--- src/rtl/crc16_pkg.sv ---
package crc16_pkg;
    localparam int CRC_W = 16;

    typedef enum logic {
        POLY_CCITT = 1'b0,
        POLY_ANSI  = 1'b1
    } poly_e;

    typedef struct packed {
        logic  sdlc;
        poly_e poly;
    } crc_cfg_t;

    function automatic logic [CRC_W-1:0] poly_taps(input poly_e p);
        return (p == POLY_ANSI) ? 16'hA001 : 16'h8408;
    endfunction

    function automatic logic [CRC_W-1:0] good_residue(input poly_e p);
        return (p == POLY_ANSI) ? 16'hB001 : 16'hF0B8;
    endfunction

    function automatic logic [CRC_W-1:0] seed_value(input logic sdlc);
        return sdlc ? {CRC_W{1'b1}} : {CRC_W{1'b0}};
    endfunction
endpackage

--- src/rtl/crc16_cfg_hold.sv ---
module crc16_cfg_hold
    import crc16_pkg::*;
(
    input  logic     clk,
    input  logic     rst,
    input  logic     freeze,
    input  crc_cfg_t cfg_live,
    output crc_cfg_t cfg_eff
);
    crc_cfg_t cfg_q;

    always_ff @(posedge clk) begin
        if (rst)
            cfg_q <= '{sdlc: 1'b0, poly: POLY_CCITT};
        else if (!freeze)
            cfg_q <= cfg_live;
    end

    assign cfg_eff = freeze ? cfg_q : cfg_live;
endmodule

--- src/rtl/crc16_lfsr.sv ---
module crc16_lfsr
    import crc16_pkg::*;
#(
    parameter int W = CRC_W
) (
    input  logic         clk,
    input  logic         rst,
    input  logic         active,
    input  logic         load,
    input  logic         step,
    input  logic         din,
    input  logic [W-1:0] taps,
    input  logic [W-1:0] seed,
    output logic [W-1:0] state
);
    logic         fb;
    logic [W-1:0] next_shift;

    always_comb begin
        fb         = state[0] ^ din;
        next_shift = (state >> 1) ^ (fb ? taps : '0);
    end

    always_ff @(posedge clk) begin
        if (rst)
            state <= '0;
        else if (active) begin
            if (load)
                state <= seed;
            else if (step)
                state <= next_shift;
        end
    end
endmodule

--- src/rtl/crc16_result.sv ---
module crc16_result
    import crc16_pkg::*;
#(
    parameter int W = CRC_W
) (
    input  logic         active,
    input  crc_cfg_t     cfg,
    input  logic [W-1:0] state,
    output logic [W-1:0] tx_word,
    output logic         match
);
    logic [W-1:0] target;

    always_comb begin
        target  = cfg.sdlc ? good_residue(cfg.poly) : '0;
        tx_word = cfg.sdlc ? ~state : state;
        match   = active && (state == target);
    end
endmodule

--- src/rtl/crc16_dual.sv ---
module crc16_dual
    import crc16_pkg::*;
(
    input  logic              clk,
    input  logic              rst,
    input  logic              sync_en,
    input  logic              sdlc_mode,
    input  logic              poly_sel,
    input  logic              crc_en,
    input  logic              init,
    input  logic              din,
    input  logic              din_vld,
    output logic [CRC_W-1:0]  crc_value,
    output logic              check_ok
);
    crc_cfg_t         cfg_live;
    crc_cfg_t         cfg_eff;
    logic [CRC_W-1:0] crc_q;

    assign cfg_live.sdlc = sdlc_mode;
    assign cfg_live.poly = poly_e'(poly_sel);

    crc16_cfg_hold u_cfg (
        .clk      (clk),
        .rst      (rst),
        .freeze   (crc_en),
        .cfg_live (cfg_live),
        .cfg_eff  (cfg_eff)
    );

    crc16_lfsr #(.W(CRC_W)) u_lfsr (
        .clk    (clk),
        .rst    (rst),
        .active (sync_en),
        .load   (init),
        .step   (crc_en && din_vld),
        .din    (din),
        .taps   (poly_taps(cfg_eff.poly)),
        .seed   (seed_value(cfg_eff.sdlc)),
        .state  (crc_q)
    );

    crc16_result #(.W(CRC_W)) u_res (
        .active  (sync_en),
        .cfg     (cfg_eff),
        .state   (crc_q),
        .tx_word (crc_value),
        .match   (check_ok)
    );
endmodule

--- config.mk ---
export PLATFORM = sky130hd
export DESIGN_NAME = crc16_dual
export DESIGN_NICKNAME = d
export VERILOG_FILES = /design/src/rtl/crc16_pkg.sv /design/src/rtl/crc16_cfg_hold.sv /design/src/rtl/crc16_lfsr.sv /design/src/rtl/crc16_result.sv /design/src/rtl/crc16_dual.sv
export SDC_FILE = /design/constraint.sdc
export NUM_CORES = 1
export LEC_CHECK = 0
export CAP_MARGIN = 20
export CORE_MARGIN = 2
export CORE_UTILIZATION = 52
export DETAILED_ROUTE_END_ITERATION = 8
export GPL_TIMING_DRIVEN = 0
export HOLD_SLACK_MARGIN = 0.15
export PLACE_DENSITY = 0.8
export SLEW_MARGIN = 20
export SYNTH_ARGS = -nofsm -noshare
export SYNTH_HDL_FRONTEND = slang
export SYNTH_SLANG_ARGS = --single-unit
--- constraint.sdc ---
create_clock -name clk -period 3.5 [get_ports clk]
set_input_delay 0.7 -clock clk [delete_from_list [all_inputs] [get_ports clk]]
set_output_delay 0.7 -clock clk [all_outputs]
set_load 0.005 [all_outputs]
==> summary.md <==
| Metric | Value |
|---|---|
| Synth warnings | `0` |
| FP Rows | `16` |
| Switch share | `29.4%` |
| Crit end category | `output port` |
| Yosys reg bits | `18` |
| Final Hold Fails | `0` |
| Critical path class | `in -> out` |
| Comb power frac | `32.8%` |
| PwrDens | `359 nW/µm²` |
| GRT Util Overall | `22.8%` |
| Power Internal | `0.353 mW` |
| Wire length per cell | `14.2 µm` |
| Root Driver | `clkbuf_4` |
| Reg clk slew, reported paths | `100 ps` |
| Tcrit/Tclk final | `95.3%` |
| N_diodes | `0` |
| Top post-synthesis cells by count | `dfxtp_1, xnor2_1, nand2_1` |
| Post-synth EDFFs | `0` |
| Sequential share of power | `46.5%` |
| Worst slew pin tran | `444 ps` |
| Sequential area share after synthesis | `33.6%` |
| Largest net degree at the start of global routing | `11` |
| I/O Buffers | `24` |
| Vias/cell | `5.73` |
| Vias in the first global route | `943` |
| Worst r2r src | `u_lfsr.state[0]` |
| Cells after Synth | `126` |
| Starting Density | `54.7%` |
| Initial DRC Count | `13` |
| Fin crit period | `3340 ps` |
| Post-synth ARST share | `0%` |
| Share of power burned in the clock network | `20.7%` |
| Worst-Skew Late Latency | `290 ps` |
| Nets | `165` |
| Slowest-stage cell, CP | `clkdlybuf4s50_1` |
| FF-to-FF End | `u_lfsr.state[0]` |
| Flip-flop and latch area | `360 µm²` |
| H-tree Lvls | `1` |
| CTS sink cnt | `18` |
| RSZ-0062 raised after global routing | `false` |
| Final ANT Viol Nets | `0` |
| DR vias | `1037` |
| Min Hold Slack | `508 ps` |
| Top cell type's share of synthesized area | `33.6%` |
| Placer congestion estimate | `0.840` |
| DIE AREA | `2440 µm²` |
| Yosys top cell by area | `dfxtp_1` |
| Drt pass-1 iters | `4` |
| Maximum clock path buffer count | `2` |
| Chip width | `49.4 µm` |
| Syn Nets | `135` |
| Worst clock skew | `2.31 ps` |
| Status | `complete, no violations` |
| Multi-input logic area | `673 µm²` |
| CP peak stage delay | `540 ps` |
| Synth Flop Type | `dfxtp_1` |
| Crit start category | `input port` |
| CTS Hold Bufs | `0` |
| First-pass GRT wire length | `4320 µm` |
| CTS Buf Count | `3` |
| Average cell area after synthesis | `8.51 µm²` |
| Die H | `49.4 µm` |
| Hold Path Sink | `u_lfsr.state[6]` |
| Cell area after synthesis | `1070 µm²` |
| Share of cells above drive strength 1 | `11.7%` |
| Pins Over Slew Limit | `0` |
| CP cell instances | `dlygate4sd2_1 -> mux2i_2 -> buf_4 -> nor2b_1 -> o21ai_0 -> a211oi_1 -> clkdlybuf4s50_1` |
| Hold_sp | `u_lfsr.state[6]` |
| Crit Path Max Fanout | `3` |
| Syn-to-layout area delta | `29.8%` |
| Max_slew headroom | `70.4%` |
| Post-DP HPWL | `1850 µm` |
| Net Switching | `0.147 mW` |
| Core area | `1960 µm²` |
| R2R Setup Slk | `1920 ps` |
| Post-Route WL | `2580 µm` |
| Worst Hold Class | `reg -> reg` |
| VDD IR max | `0.000237 V` |
| Unique cell type count in the Yosys netlist | `34` |
| Drt drc | `0` |
| Worst EP arrival | `2640 ps` |
| Worst Hold Depth | `2` |
| Reg2Reg Depth | `4` |
| Final Setup Violations | `0` |
| Top-count cell post-synth | `dfxtp_1` |
| Grt ovf | `0` |
| Req. time, crit path | `2800 ps` |
| CTS tree | `yes` |
| Max Clock Freq | `300 MHz` |
| Antenna violations before repair | `0` |
| Final TNS setup | `0 ps` |
| Fillcell total | `175` |
| Leakage power | `0.479 nW` |
| Max Cap Viol | `0` |
| Synth area leaders | `dfxtp_1, xnor2_1, o211ai_1, a21oi_1, nand2_1` |
| I/O pin count | `26` |
-- flip-flops by register name, indices dropped and copies added, names as in the netlist --
| name | flops |
|---|---|
| u_lfsr.state | 16 |
| u_cfg.cfg_q | 2 |
-- worst max-delay path: cells and delay by family --
family                 cells  cell delay, ps
AOI/OAI and AO/OA          2             420
buffers and inverters      3            1030
muxes                      1             330
and+or+nand+nor            1             160
-- worst max-delay path by stage --
stage	startpoint	endpoint	slack, ps
6_report	crc_en	check_ok	160
5_1_grt	crc_en	check_ok	60
4_1_cts	crc_en	check_ok	200
3_5_place_dp	crc_en	check_ok	-120
3_3_place_gp	crc_en	check_ok	-70
2_1_floorplan	crc_en	check_ok	1180
-- cell families after synthesis --
logic type	after synthesis	share of synthesized area, %
buffers and inverters	9	4.78
AO/OA/AOI/OAI	37	22.8
AND/OR/NAND/NOR	42	21.7
multiplexers	4	4.08
flip-flops	18	33.6
XOR/XNOR	16	13.1
-- routing by layer --
layer,routed length (µm),global-route usage [%],up-vias
li1,-,-,509
met1,1140,27.0,483
met2,1260,39.9,38
met3,113,4.29,7
met4,55,9.72,0
met5,0,0,-
-- what timing repair did --
action,in CTS,in global routing
setup endpoints to repair,1,0
buffers inserted,1,0
resized for setup,4,0
-- metrics by stage --
stage	total power [mW]	setup slack [ps]	util (%)	instances	area [µm²]
5_1_grt	0.525	58.2	70.9	181	1390
2_1_floorplan	0.321	1180	-	126	1070
3_3_place_gp	0.392	-65.3	68.6	177	1350
4_1_cts	0.501	204	70.9	181	1390
3_5_place_dp	0.396	-115	68.6	177	1350
6_report	0.500	164	70.9	181	1390
-- cell usage in the layout, fill, tap and decap left out, drive strengths merged --
cell,count
a21o,1
dfxtp,18
a221oi,1
nor3b,1
or3b,2
nand3,1
nand2,14
or4,1
or2b,1
buf,8
a31o,1
dlygate4sd2,1
and2,1
a21boi,1
o21ai,5
nor4,1
a211oi,1
a21oi,12
xnor2,16
a22o,4
o211ai,11
mux2i,4
clkdlybuf4s50,23
clkbuf,5
nor4b,1
nor3,3
nand4,1
and2b,3
and4,1
nor2,7
nor2b,4
-- power groups by stage --
stage,sequential (mW),clock [mW],combinational [mW]
6_report,0.233,0.103,0.164
5_1_grt,0.235,0.112,0.178
4_1_cts,0.232,0.105,0.164
3_5_place_dp,0.236,0,0.159
3_3_place_gp,0.236,0,0.156
2_1_floorplan,0.232,0,0.0887
-- final cells by class --
class                   instances  area share, %
clock buffers                   3           1.62
well taps                      27           2.43
flip-flops and latches         18           25.9
multi-input cells              99           48.4
plain buffers                   9           3.96
repair buffers                 25           17.7
No activity file was read; power rests on OpenSTA's default activity.
